--- src/rtl/irq_pkg.sv ---
package irq_pkg;
  localparam int IRQ_SRCS = 3;

  // strobes from the decision logic to the register datapath
  typedef struct packed {
    logic                take;    // an interrupt is accepted this cycle
    logic [IRQ_SRCS-1:0] srcClr;  // served flag to clear
    logic                geSet;   // return-from-interrupt re-arms the global enable
  } irq_strb_t;
endpackage

--- src/rtl/irq_regs.sv ---
module irq_regs
  import irq_pkg::*;
#(
  parameter int NUM_SRC = IRQ_SRCS,
  parameter int REG_W   = 2 * NUM_SRC + 2
) (
  input  logic               clk,
  input  logic               rstN,
  input  irq_strb_t          strb,
  input  logic [NUM_SRC-1:0] evt,
  input  logic               regWe,
  input  logic [REG_W-1:0]   regWdata,
  output logic               geQ,
  output logic [NUM_SRC-1:0] enQ,
  output logic [NUM_SRC-1:0] flagQ,
  output logic [REG_W-1:0]   regRdata
);
  localparam int EN_LSB   = 1;
  localparam int FLAG_LSB = 1 + NUM_SRC;

  // global enable: acceptance beats RETI, RETI beats a write
  always_ff @(posedge clk or negedge rstN) begin
    if (!rstN)            geQ <= 1'b0;
    else if (strb.take)   geQ <= 1'b0;
    else if (strb.geSet)  geQ <= 1'b1;
    else if (regWe)       geQ <= regWdata[0];
  end

  for (genvar i = 0; i < NUM_SRC; i++) begin : g_src
    always_ff @(posedge clk or negedge rstN) begin
      if (!rstN)      enQ[i] <= 1'b0;
      else if (regWe) enQ[i] <= regWdata[EN_LSB + i];
    end

    // flag: hardware set beats service clear, which beats a write
    always_ff @(posedge clk or negedge rstN) begin
      if (!rstN)                flagQ[i] <= 1'b0;
      else if (evt[i])          flagQ[i] <= 1'b1;
      else if (strb.srcClr[i])  flagQ[i] <= 1'b0;
      else if (regWe)           flagQ[i] <= regWdata[FLAG_LSB + i];
    end

    p_hw_wins_r4: assert property (@(posedge clk) disable iff (!rstN)
      evt[i] |=> flagQ[i]);
  end

  assign regRdata = REG_W'({flagQ, enQ, geQ});

  p_ge_drop_r7: assert property (@(posedge clk) disable iff (!rstN)
    strb.take |=> !geQ);

  p_reti_r9: assert property (@(posedge clk) disable iff (!rstN)
    (strb.geSet && !strb.take) |=> geQ);
endmodule

--- src/rtl/irq_ctrl.sv ---
module irq_ctrl
  import irq_pkg::*;
#(
  parameter int NUM_SRC  = IRQ_SRCS,
  parameter int VEC_W    = 13,
  parameter int VEC_STEP = 4
) (
  input  logic               clk,
  input  logic               rstN,
  input  logic               geQ,
  input  logic [NUM_SRC-1:0] enQ,
  input  logic [NUM_SRC-1:0] flagQ,
  input  logic               boundary,
  input  logic               stackFull,
  input  logic               retiStb,
  output irq_strb_t          strb,
  output logic               ackValid,
  output logic [VEC_W-1:0]   ackVector,
  output logic               wake
);
  localparam int IDX_W = (NUM_SRC > 1) ? $clog2(NUM_SRC) : 1;

  logic [NUM_SRC-1:0] pending;
  logic [IDX_W-1:0]   selIdx;
  logic               found;
  logic [VEC_W-1:0]   vecNext;

  assign pending = enQ & flagQ;

  // lowest index has the highest priority: scan downwards, last hit wins
  always_comb begin
    found  = 1'b0;
    selIdx = '0;
    for (int i = NUM_SRC - 1; i >= 0; i--) begin
      if (pending[i]) begin
        found  = 1'b1;
        selIdx = IDX_W'(i);
      end
    end
  end

  assign vecNext = VEC_W'(VEC_STEP) * (VEC_W'(selIdx) + VEC_W'(1));

  always_comb begin
    strb.take   = boundary && !stackFull && geQ && found;
    strb.srcClr = strb.take ? (NUM_SRC'(1) << selIdx) : '0;
    strb.geSet  = retiStb;
  end

  always_ff @(posedge clk or negedge rstN) begin
    if (!rstN) begin
      ackValid  <= 1'b0;
      ackVector <= '0;
    end else begin
      ackValid  <= strb.take;
      ackVector <= strb.take ? vecNext : '0;
    end
  end

  assign wake = |pending;

  p_ack_on_strobe_r5: assert property (@(posedge clk) disable iff (!rstN)
    ackValid |-> $past(boundary));

  p_single_ack_r5: assert property (@(posedge clk) disable iff (!rstN)
    ackValid |=> !ackValid);

  p_full_block_r8: assert property (@(posedge clk) disable iff (!rstN)
    stackFull |=> !ackValid);

  p_usb_first_r6: assert property (@(posedge clk) disable iff (!rstN)
    (strb.take && pending[0]) |=> (ackVector == VEC_W'(VEC_STEP)));
endmodule

--- src/rtl/irq_prio_ctrl.sv ---
module irq_prio_ctrl
  import irq_pkg::*;
#(
  parameter int VEC_W    = 13,
  parameter int VEC_STEP = 4,
  parameter int NUM_SRC  = IRQ_SRCS,
  localparam int REG_W   = 2 * NUM_SRC + 2
) (
  input  logic             clk,
  input  logic             rstN,
  input  logic             usbEvt,
  input  logic             tmr0Evt,
  input  logic             tmr1Evt,
  input  logic             regWe,
  input  logic [REG_W-1:0] regWdata,
  output logic [REG_W-1:0] regRdata,
  input  logic             boundary,
  input  logic             stackFull,
  input  logic             retStb,
  input  logic             retiStb,
  output logic             ackValid,
  output logic [VEC_W-1:0] ackVector,
  output logic             wake
);
  irq_strb_t          strb;
  logic               geQ;
  logic [NUM_SRC-1:0] enQ;
  logic [NUM_SRC-1:0] flagQ;
  logic [NUM_SRC-1:0] evt;

  assign evt = NUM_SRC'({tmr1Evt, tmr0Evt, usbEvt});

  irq_regs #(.NUM_SRC(NUM_SRC), .REG_W(REG_W)) u_regs (
    .clk(clk), .rstN(rstN), .strb(strb), .evt(evt),
    .regWe(regWe), .regWdata(regWdata),
    .geQ(geQ), .enQ(enQ), .flagQ(flagQ), .regRdata(regRdata)
  );

  irq_ctrl #(.NUM_SRC(NUM_SRC), .VEC_W(VEC_W), .VEC_STEP(VEC_STEP)) u_ctrl (
    .clk(clk), .rstN(rstN), .geQ(geQ), .enQ(enQ), .flagQ(flagQ),
    .boundary(boundary), .stackFull(stackFull), .retiStb(retiStb),
    .strb(strb), .ackValid(ackValid), .ackVector(ackVector), .wake(wake)
  );

  // plain return leaves the global enable alone
  p_ret_keeps_ge_r9: assert property (@(posedge clk) disable iff (!rstN)
    (retStb && !retiStb && !strb.take && !regWe) |=> $stable(geQ));
endmodule

--- config.mk ---
export PLATFORM = sky130hd
export DESIGN_NAME = irq_prio_ctrl
export DESIGN_NICKNAME = d
export VERILOG_FILES = /design/src/rtl/irq_pkg.sv /design/src/rtl/irq_regs.sv /design/src/rtl/irq_ctrl.sv /design/src/rtl/irq_prio_ctrl.sv
export SDC_FILE = /design/constraint.sdc
export NUM_CORES = 1
export LEC_CHECK = 0
export BUFFER_PORTS_ARGS = -buffer_cell sky130_fd_sc_hd__buf_2
export CORE_MARGIN = 1.5
export CORE_UTILIZATION = 44
export DETAILED_ROUTE_END_ITERATION = 7
export PLACE_DENSITY = 0.82
export SYNTH_ARGS = -nofsm -noshare
export SYNTH_HDL_FRONTEND = slang
export SYNTH_SLANG_ARGS = --single-unit
export TNS_END_PERCENT = 30
--- constraint.sdc ---
create_clock -name clk -period 2.1 [get_ports clk]
set_input_delay 0.21 -clock clk [delete_from_list [all_inputs] [get_ports clk]]
set_output_delay 0.21 -clock clk [all_outputs]
set_load 0.02 [all_outputs]
# Word-level counts from Yosys, hierarchy flattened
# Index checks and enable logic that the tools add are counted.
# op_classes
add_sub_neg,1
multipliers,0
div,0
order_cmp,0
eq_ne,0
shifts,1
n_mux,20
bitwise_logic,1
n_reduce_logical,9
# op_table
cell,count
$mux 1,15
$mux 13,1
$reduce_bool 3->1,4
$mux 2,3
$add 2x1->3 const B,1
$and 3x3->3,1
$logic_and 1x1->1,3
$mux 3,1
$reduce_or 3->1,1
$shl 1x2->3 const A,1
$logic_not 1->1,1
# totals
regBits,21
latchBits,0
ramBits,0
romBits,0
in_bits,18
out_inout_bits,23
word_cells,41
n_memories,0

# Depth between registers and ports, before layout
# Gate-level depths: netlist of run 1.
# depth
depth_word,8
depth_mapped,5
depth_no_buf,5

# Cells and area by module
# Synthesis of run 1 repeated with hierarchy kept, for this count alone.
# unflattened
hier_cells,62
area_unflattened_um2,670.6
# by_module_without_submodules
module,n_inst,cells_per_inst,area_each_um2,seq_area_each_um2
irq_regs,1,29,366.6,175.2
irq_ctrl,1,33,304.0,100.1

# Worst setup path before layout of run 1
# Ideal clock, no wire load.
# synth_timing
kind,reg2reg
from,register u_regs.enQ[1]
to,register u_regs.flagQ[2]
setup_time_ns,0.126
arrival_time_ns,1.357
required_ns,1.974
path_slack_ns,0.617
stages_incl_launch_ff,6
n_path_buf,0
synth_period_minus_slack_ns,1.483
path_cell_list,dfrtp_1 -> a22oi_1 -> and3_1 -> ha_1 -> nand2b_1 -> o32a_1
# synth_between
elab_chain_len,7
word_cells_on_any_way,11
classes_between,1 x shift; 7 x mux; 1 x bitwise; 2 x reduce/logical
# synth_lines
element,line,source
from (decl),irq_regs.sv:14,"output logic [NUM_SRC-1:0] enQ,"
"from (signal, indexed assignment)",irq_regs.sv:32,else if (regWe) enQ[i] <= regWdata[EN_LSB + i];
$and 3x3->3 (*),irq_ctrl.sv:28,assign pending = enQ & flagQ;
$mux 2 or $mux 1 (tied branches) (2 in a row),irq_ctrl.sv:35,if (pending[i]) begin
$shl 1x2->3 or $logic_and 1x1->1 (tied branches),"irq_ctrl.sv:46, irq_ctrl.sv:45",
$mux 3 (*),irq_ctrl.sv:46,strb.srcClr = strb.take ? (NUM_SRC'(1) << selIdx) : '0;
$mux 1,irq_regs.sv:39,else if (strb.srcClr[i]) flagQ[i] <= 1'b0;
$mux 1,irq_regs.sv:38,else if (evt[i]) flagQ[i] <= 1'b1;
"to (signal, indexed assignment)",irq_regs.sv:40,else if (regWe) flagQ[i] <= regWdata[FLAG_LSB + i];
to (decl),irq_regs.sv:15,"output logic [NUM_SRC-1:0] flagQ,"
# Mark *: on every way between the ends. The rest lies on a longest branch, timed or not.
# A chain may end at the register's enable or synchronous reset.

# Worst setup path after layout of run 1
# layout_timing
from,register u_regs.enQ[1]
to,output wake
# layout_between
elab_chain_len,2
# layout_lines
element,line,source
$and 3x3->3,irq_ctrl.sv:28,
$reduce_or 3->1,irq_ctrl.sv:60,assign wake = |pending;
to (decl),irq_prio_ctrl.sv:23,output logic wake
# No other way between the ends.

==> impl_metrics.py, run 1 <==
metrics = {
    "die": {
        "initial_utilization": 0.486,
        "fp.coreArea_um2": 1330,
        "dieArea_um2": 1710,
        "fp.dieW_um": 41.4,
        "io_pins": 41,
        "rows": 13,
        "fp.dieH_um": 41.4,
    },
    "worst_setup_path": {
        "path_max_fanout": 7,
        "critical-path-max-stage-delay_ns": 0.64,
        "path_class": "reg2out",
        "crit_path_end_kind": "output pin",
        "crit_chain": "a222oi_1 > inv_1 > buf_2",
        "start_kind": "register",
        "required_ns": 1.89,
        "arrival_ns": 1.62,
        "crit_slowest_cell": "a222oi_1",
    },
    "synthesis": {
        "ys_ff_latch": 11,
        "synth_area_leaders": "dfrtp_1 42%, buf_4 15%, mux2_2 12%",
        "seq_area_frac_synth": 0.425,
        "ys_warn_count": 0,
        "synth_largest_area_cell": "dfrtp_1",
        "synth_top_area_frac": 0.425,
        "avgSynthCellArea_um2": 11.4,
        "syn-cell-area_um2": 648,
        "ys_types": 21,
        "syn-instance-count": 57,
    },
    "place": {
        "gp_congestion": 0.751,
        "hpwl_um": 934,
        "io_buffers": 27,
        "pre_cts_slack_ns": 0.537,
        "place_area_um2": 746,
        "place_inst": 96,
    },
    "clock_tree": {
        "cts-buffers-inserted": 3,
        "hold_buffers": 1,
        "cts.path.max_buffers": 2,
        "cts_root_buf": "clkbuf_4",
        "cts_max_level": 1,
        "cts_tree": "yes",
        "cts.sinks": 11,
        "cts.repair.resized": 0,
        "clkTransAtPathRegs_ns": 0.07,
        "clock_latency_ns": 0.26,
        "cts_setup_buffers": 0,
    },
    "job": {
        "drv_cap": 0,
    },
    "timing": {
        "finClkSkew_ns": 0.00317,
        "worstMarginPinSlew_ns": 0.633,
        "finalSetupViolCount": 0,
        "hold_violations": 0,
        "fin_ws_ns": 0.266,
        "grt_setup_unrepaired": "false",
        "drv_slew": 0,
        "max_slew_margin": 0.578,
        "whs_ns": 0.165,
        "fin_crit_ns": 1.83,
        "setup_tns_ns": 0,
        "fin_crit_sh": 0.873,
        "max_freq_mhz": 545,
    },
    "detailed_routing": {
        "drc": 0,
        "wl_met3_um": 95,
        "ant_nets": 0,
        "detail_route.iter0.violations": 5,
        "met2_length_um": 685,
        "vias": 506,
        "wl_met1_um": 503,
        "first_pass_iters": 4,
        "routed_via_density": 5.01,
        "wl_per_cell_um": 12.8,
        "highest_layer": "met4",
        "wl_um": 1290,
    },
    "global_routing": {
        "grt_pass1_wl_um": 1900,
        "antenna_found_initial": 0,
        "grt_usage": 0.175,
        "grt_max_degree": 12,
        "grt_pass1_vias": 429,
        "overflow": 0,
    },
    "cells_and_area": {
        "final_cell_mix": "27 x buf_2, 11 x conb_1, 11 x dfrtp_1",
        "n_antenna_cell": 0,
        "final_cells": 101,
        "post-route-util": 0.586,
        "layout_commonest_cell": "buf_2",
        "drive_gt1_frac": 0.453,
        "synthToLayoutAreaGrowth_pct": 20.7,
        "finalNetCount": 109,
        "final_cell_area_um2": 782,
    },
    "power": {
        "ir_drop_mv": 0.335,
        "power.leakage_nw": 0.398,
        "powerDensity_nw_per_um2": 689,
        "total_power_mw": 0.539,
    },
    "run_status": {
        "outcome": "complete, no violations",
    },
    "min_path": {
        "hp-class": "in2reg",
    },
}
[path summary, 6_finish.rpt]
check	startpoint	end	slack [ns]	cells past startpoint
setup / recovery	u_regs.enQ[1]	wake	0.27	3
hold / removal	retiStb	u_regs.geQ	0.17	2
setup reg to reg	u_regs.enQ[1]	u_regs.flagQ[1]	0.53	3
hold reg to reg	u_regs.enQ[2]	u_regs.enQ[2]	0.60	1
max in group asynchronous	rstN	u_regs.flagQ[2]	1.55	2
min in group asynchronous	rstN	u_ctrl.ackVector[2]	0.35	2
[power by group]
| group | leakage [nW] | switching [mW] | internal [mW] | total (mW) |
|---|---|---|---|---|
| clock network | 0.0150 | 0.0682 | 0.0734 | 0.142 |
| logic | 0.253 | 0.0900 | 0.0603 | 0.150 |
| registers | 0.130 | 0.0181 | 0.229 | 0.247 |
[flip-flops by register name (all words and copies together), names as in the netlist]
name              flops
u_ctrl.ackVector      3
u_regs.enQ            3
u_ctrl.ackValid       1
u_regs.flagQ          3
u_regs.geQ            1
[cell families (layout without fill, tap and decap cells)]
group | after synthesis | after routing | synth area share
AOI/OAI and AO/OA | 7 | 7 | 0.100
adders and majority gates | 4 | 4 | 0.0772
buffers and inverters | 15 | 34 | 0.162
DFF | 11 | 11 | 0.425
muxes | 7 | 7 | 0.122
other | 1 | 11 | 0.00579
and+or+nand+nor | 12 | 12 | 0.108
[layer usage]
| layer | track usage | vias to the layer above |
|---|---|---|
| met5 | 0 | - |
| met4 | 0.0726 | 0 |
| met3 | 0.0319 | 2 |
| met2 | 0.309 | 29 |
| met1 | 0.207 | 236 |
| li1 | - | 239 |
[critical path, delay by kind of cell, from the launching register on]
kind	cells	cell delay [ns]
AO/OA/AOI/OAI	1	0.64
buffers and inverters	2	0.27
flip-flops	1	0.45
[Yosys cell counts]
master    number
nand2_1        1
o32a_1         3
nor3_1         1
o22a_1         1
conb_1         1
nand3_1        2
nor2_1         1
and3_1         1
a311oi_1       1
nand2b_1       3
ha_1           4
and3_2         1
nand3b_1       1
inv_1          1
a22oi_1        1
nor3b_1        1
dfrtp_1       11
buf_4         13
mux2_2         7
a222oi_1       1
clkbuf_1       1
[cell type report]
| cell class | instances | area [um^2] |
|---|---|---|
| multi-input combinational | 41 | 305 |
| clock buffer | 4 | 26.3 |
| timing repair buffer | 29 | 153 |
| fill | 122 | 552 |
| tap | 15 | 18.8 |
| sequential | 11 | 275 |
| inverter | 1 | 3.75 |
Note: power is estimated with default switching activity, not from simulation.
==> run 2, diff against run 1 <==
CORE_UTILIZATION = 40   (was 44)
PLACE_DENSITY = 0.76   (was 0.82)
clock period = 1.7 ns   (was 2.1 ns; I/O delays follow)
==> impl_metrics.py, run 2 (synthesis results as in run 1) <==
metrics = {
    "worst_setup_path": {
        "path_class": "reg2out",
        "required_ns": 1.53,
        "crit_path_end_kind": "output pin",
        "start_kind": "register",
        "path_max_fanout": 7,
        "arrival_ns": 1.44,
    },
    "cells_and_area": {
        "finalNetCount": 112,
        "layout_commonest_cell": "buf_2",
        "synthToLayoutAreaGrowth_pct": 24.3,
        "drive_gt1_frac": 0.472,
        "nFillCells": 140,
        "reg.largest.list": "u_ctrl.ackVector: 3 flops, u_regs.enQ: 3 flops, u_regs.flagQ: 3 flops",
        "n_antenna_cell": 0,
        "final-seq-area_um2": 275,
        "final_cells": 105,
        "multi_input_comb_area_um2": 305,
        "final_cell_mix": "27 x buf_2, 11 x conb_1, 11 x dfrtp_1",
    },
    "timing": {
        "setup_tns_ns": 0,
        "hold_violations": 0,
        "grt_setup_unrepaired": "false",
        "fin_crit_sh": 0.946,
        "max_freq_mhz": 622,
        "whs_ns": 0.121,
        "drv_slew": 0,
        "finClkSkew_ns": 0.00123,
        "fin_crit_ns": 1.61,
        "finalSetupViolCount": 0,
    },
    "die": {
        "io_pins": 41,
        "fp.dieH_um": 43.3,
        "fp.coreArea_um2": 1510,
        "fp.dieW_um": 43.3,
        "initial_utilization": 0.430,
        "rows": 14,
        "dieArea_um2": 1870,
    },
    "detailed_routing": {
        "vias": 506,
        "routed_via_density": 4.82,
        "first_pass_iters": 4,
        "detail_route.iter0.violations": 9,
        "wl_um": 1180,
        "drc": 0,
        "ant_nets": 0,
        "wl_per_cell_um": 11.2,
    },
    "global_routing": {
        "grt_pass1_vias": 418,
        "overflow": 0,
        "grt_max_degree": 12,
        "grt_pass1_wl_um": 1820,
        "antenna_found_initial": 0,
        "grt_usage": 0.133,
    },
    "place": {
        "io_buffers": 27,
        "gp_congestion": 0.710,
        "place_inst": 97,
    },
    "clock_tree": {
        "cts-buffers-inserted": 3,
        "clock_latency_ns": 0.26,
        "cts_max_level": 1,
        "cts_tree": "yes",
        "cts.repair.resized": 0,
        "cts.path.max_buffers": 2,
        "cts.sinks": 11,
        "cts_root_buf": "clkbuf_4",
        "clkTransAtPathRegs_ns": 0.07,
    },
    "power": {
        "powerDensity_nw_per_um2": 839,
        "ir_drop_mv": 0.507,
        "power.leakage_nw": 0.414,
    },
    "run_status": {
        "outcome": "complete, no violations",
    },
    "job": {
        "drv_cap": 0,
    },
    "min_path": {
        "hp-class": "in2reg",
    },
}
-- run 2: power breakdown --
group	switching, mW	total [mW]	internal [mW]
Clock	0.0863	0.177	0.0905
Sequential	0.0197	0.302	0.282
Combinational	0.112	0.197	0.0851
Total	0.218	0.676	0.458
-- run 2: worst paths after layout --
| path | cells past startpoint | start | to | slack (ns) |
|---|---|---|---|---|
| setup / recovery | 4 | u_regs.enQ[1] | wake | 0.09 |
| hold / removal | 2 | retiStb | u_regs.geQ | 0.12 |
| setup reg to reg | 5 | u_regs.enQ[1] | u_regs.flagQ[2] | 0.19 |
| hold reg to reg | 1 | u_regs.enQ[0] | u_regs.enQ[0] | 0.59 |
| max in group asynchronous | 2 | rstN | u_ctrl.ackValid | 1.20 |
| min in group asynchronous | 2 | rstN | u_ctrl.ackVector[2] | 0.30 |
-- run 2: metal layers --
metal  vias up  part of all wire  track usage  wire length [um]
met5         -                 0            0                 0
met4         0             0.017       0.0727                20
met3         2             0.062       0.0298                73
met2        21              0.52        0.242               608
met1       239              0.41        0.138               478
li1        244                 -            -                 -
-- run 2: final cells by class --
type,instances,share of cell area
well taps,16,0.0248
multi-input cells,41,0.379
clock buffers,4,0.0326
inverters,1,0.00466
flip-flops and latches,11,0.342
repair buffers,32,0.217
-- run 2: worst max-delay path, cell delays in order, from the launching register on --
cell	delay, ns
dfrtp_1	0.44
a222oi_1	0.36
buf_4	0.19
inv_1	0.04
buf_2	0.15
-- run 2: stage by stage --
| step | utilization | worst slack [ns] | power (mW) | cell area, um^2 |
|---|---|---|---|---|
| floorplan | - | 0.217 | 0.453 | 686 |
| global placement | 0.496 | 0.244 | 0.487 | 747 |
| detailed placement | 0.496 | 0.197 | 0.490 | 747 |
| CTS | 0.520 | 0.0585 | 0.671 | 783 |
| global route | 0.535 | 0.0260 | 0.713 | 806 |
| finish | 0.535 | 0.0924 | 0.676 | 806 |
-- run 2: timing repair --
item / CTS / global route
hold endpoints to repair: 11 / 0
setup endpoints to repair: 0 / 1
hold buffers: 1 / 0
buffers inserted: 0 / 3
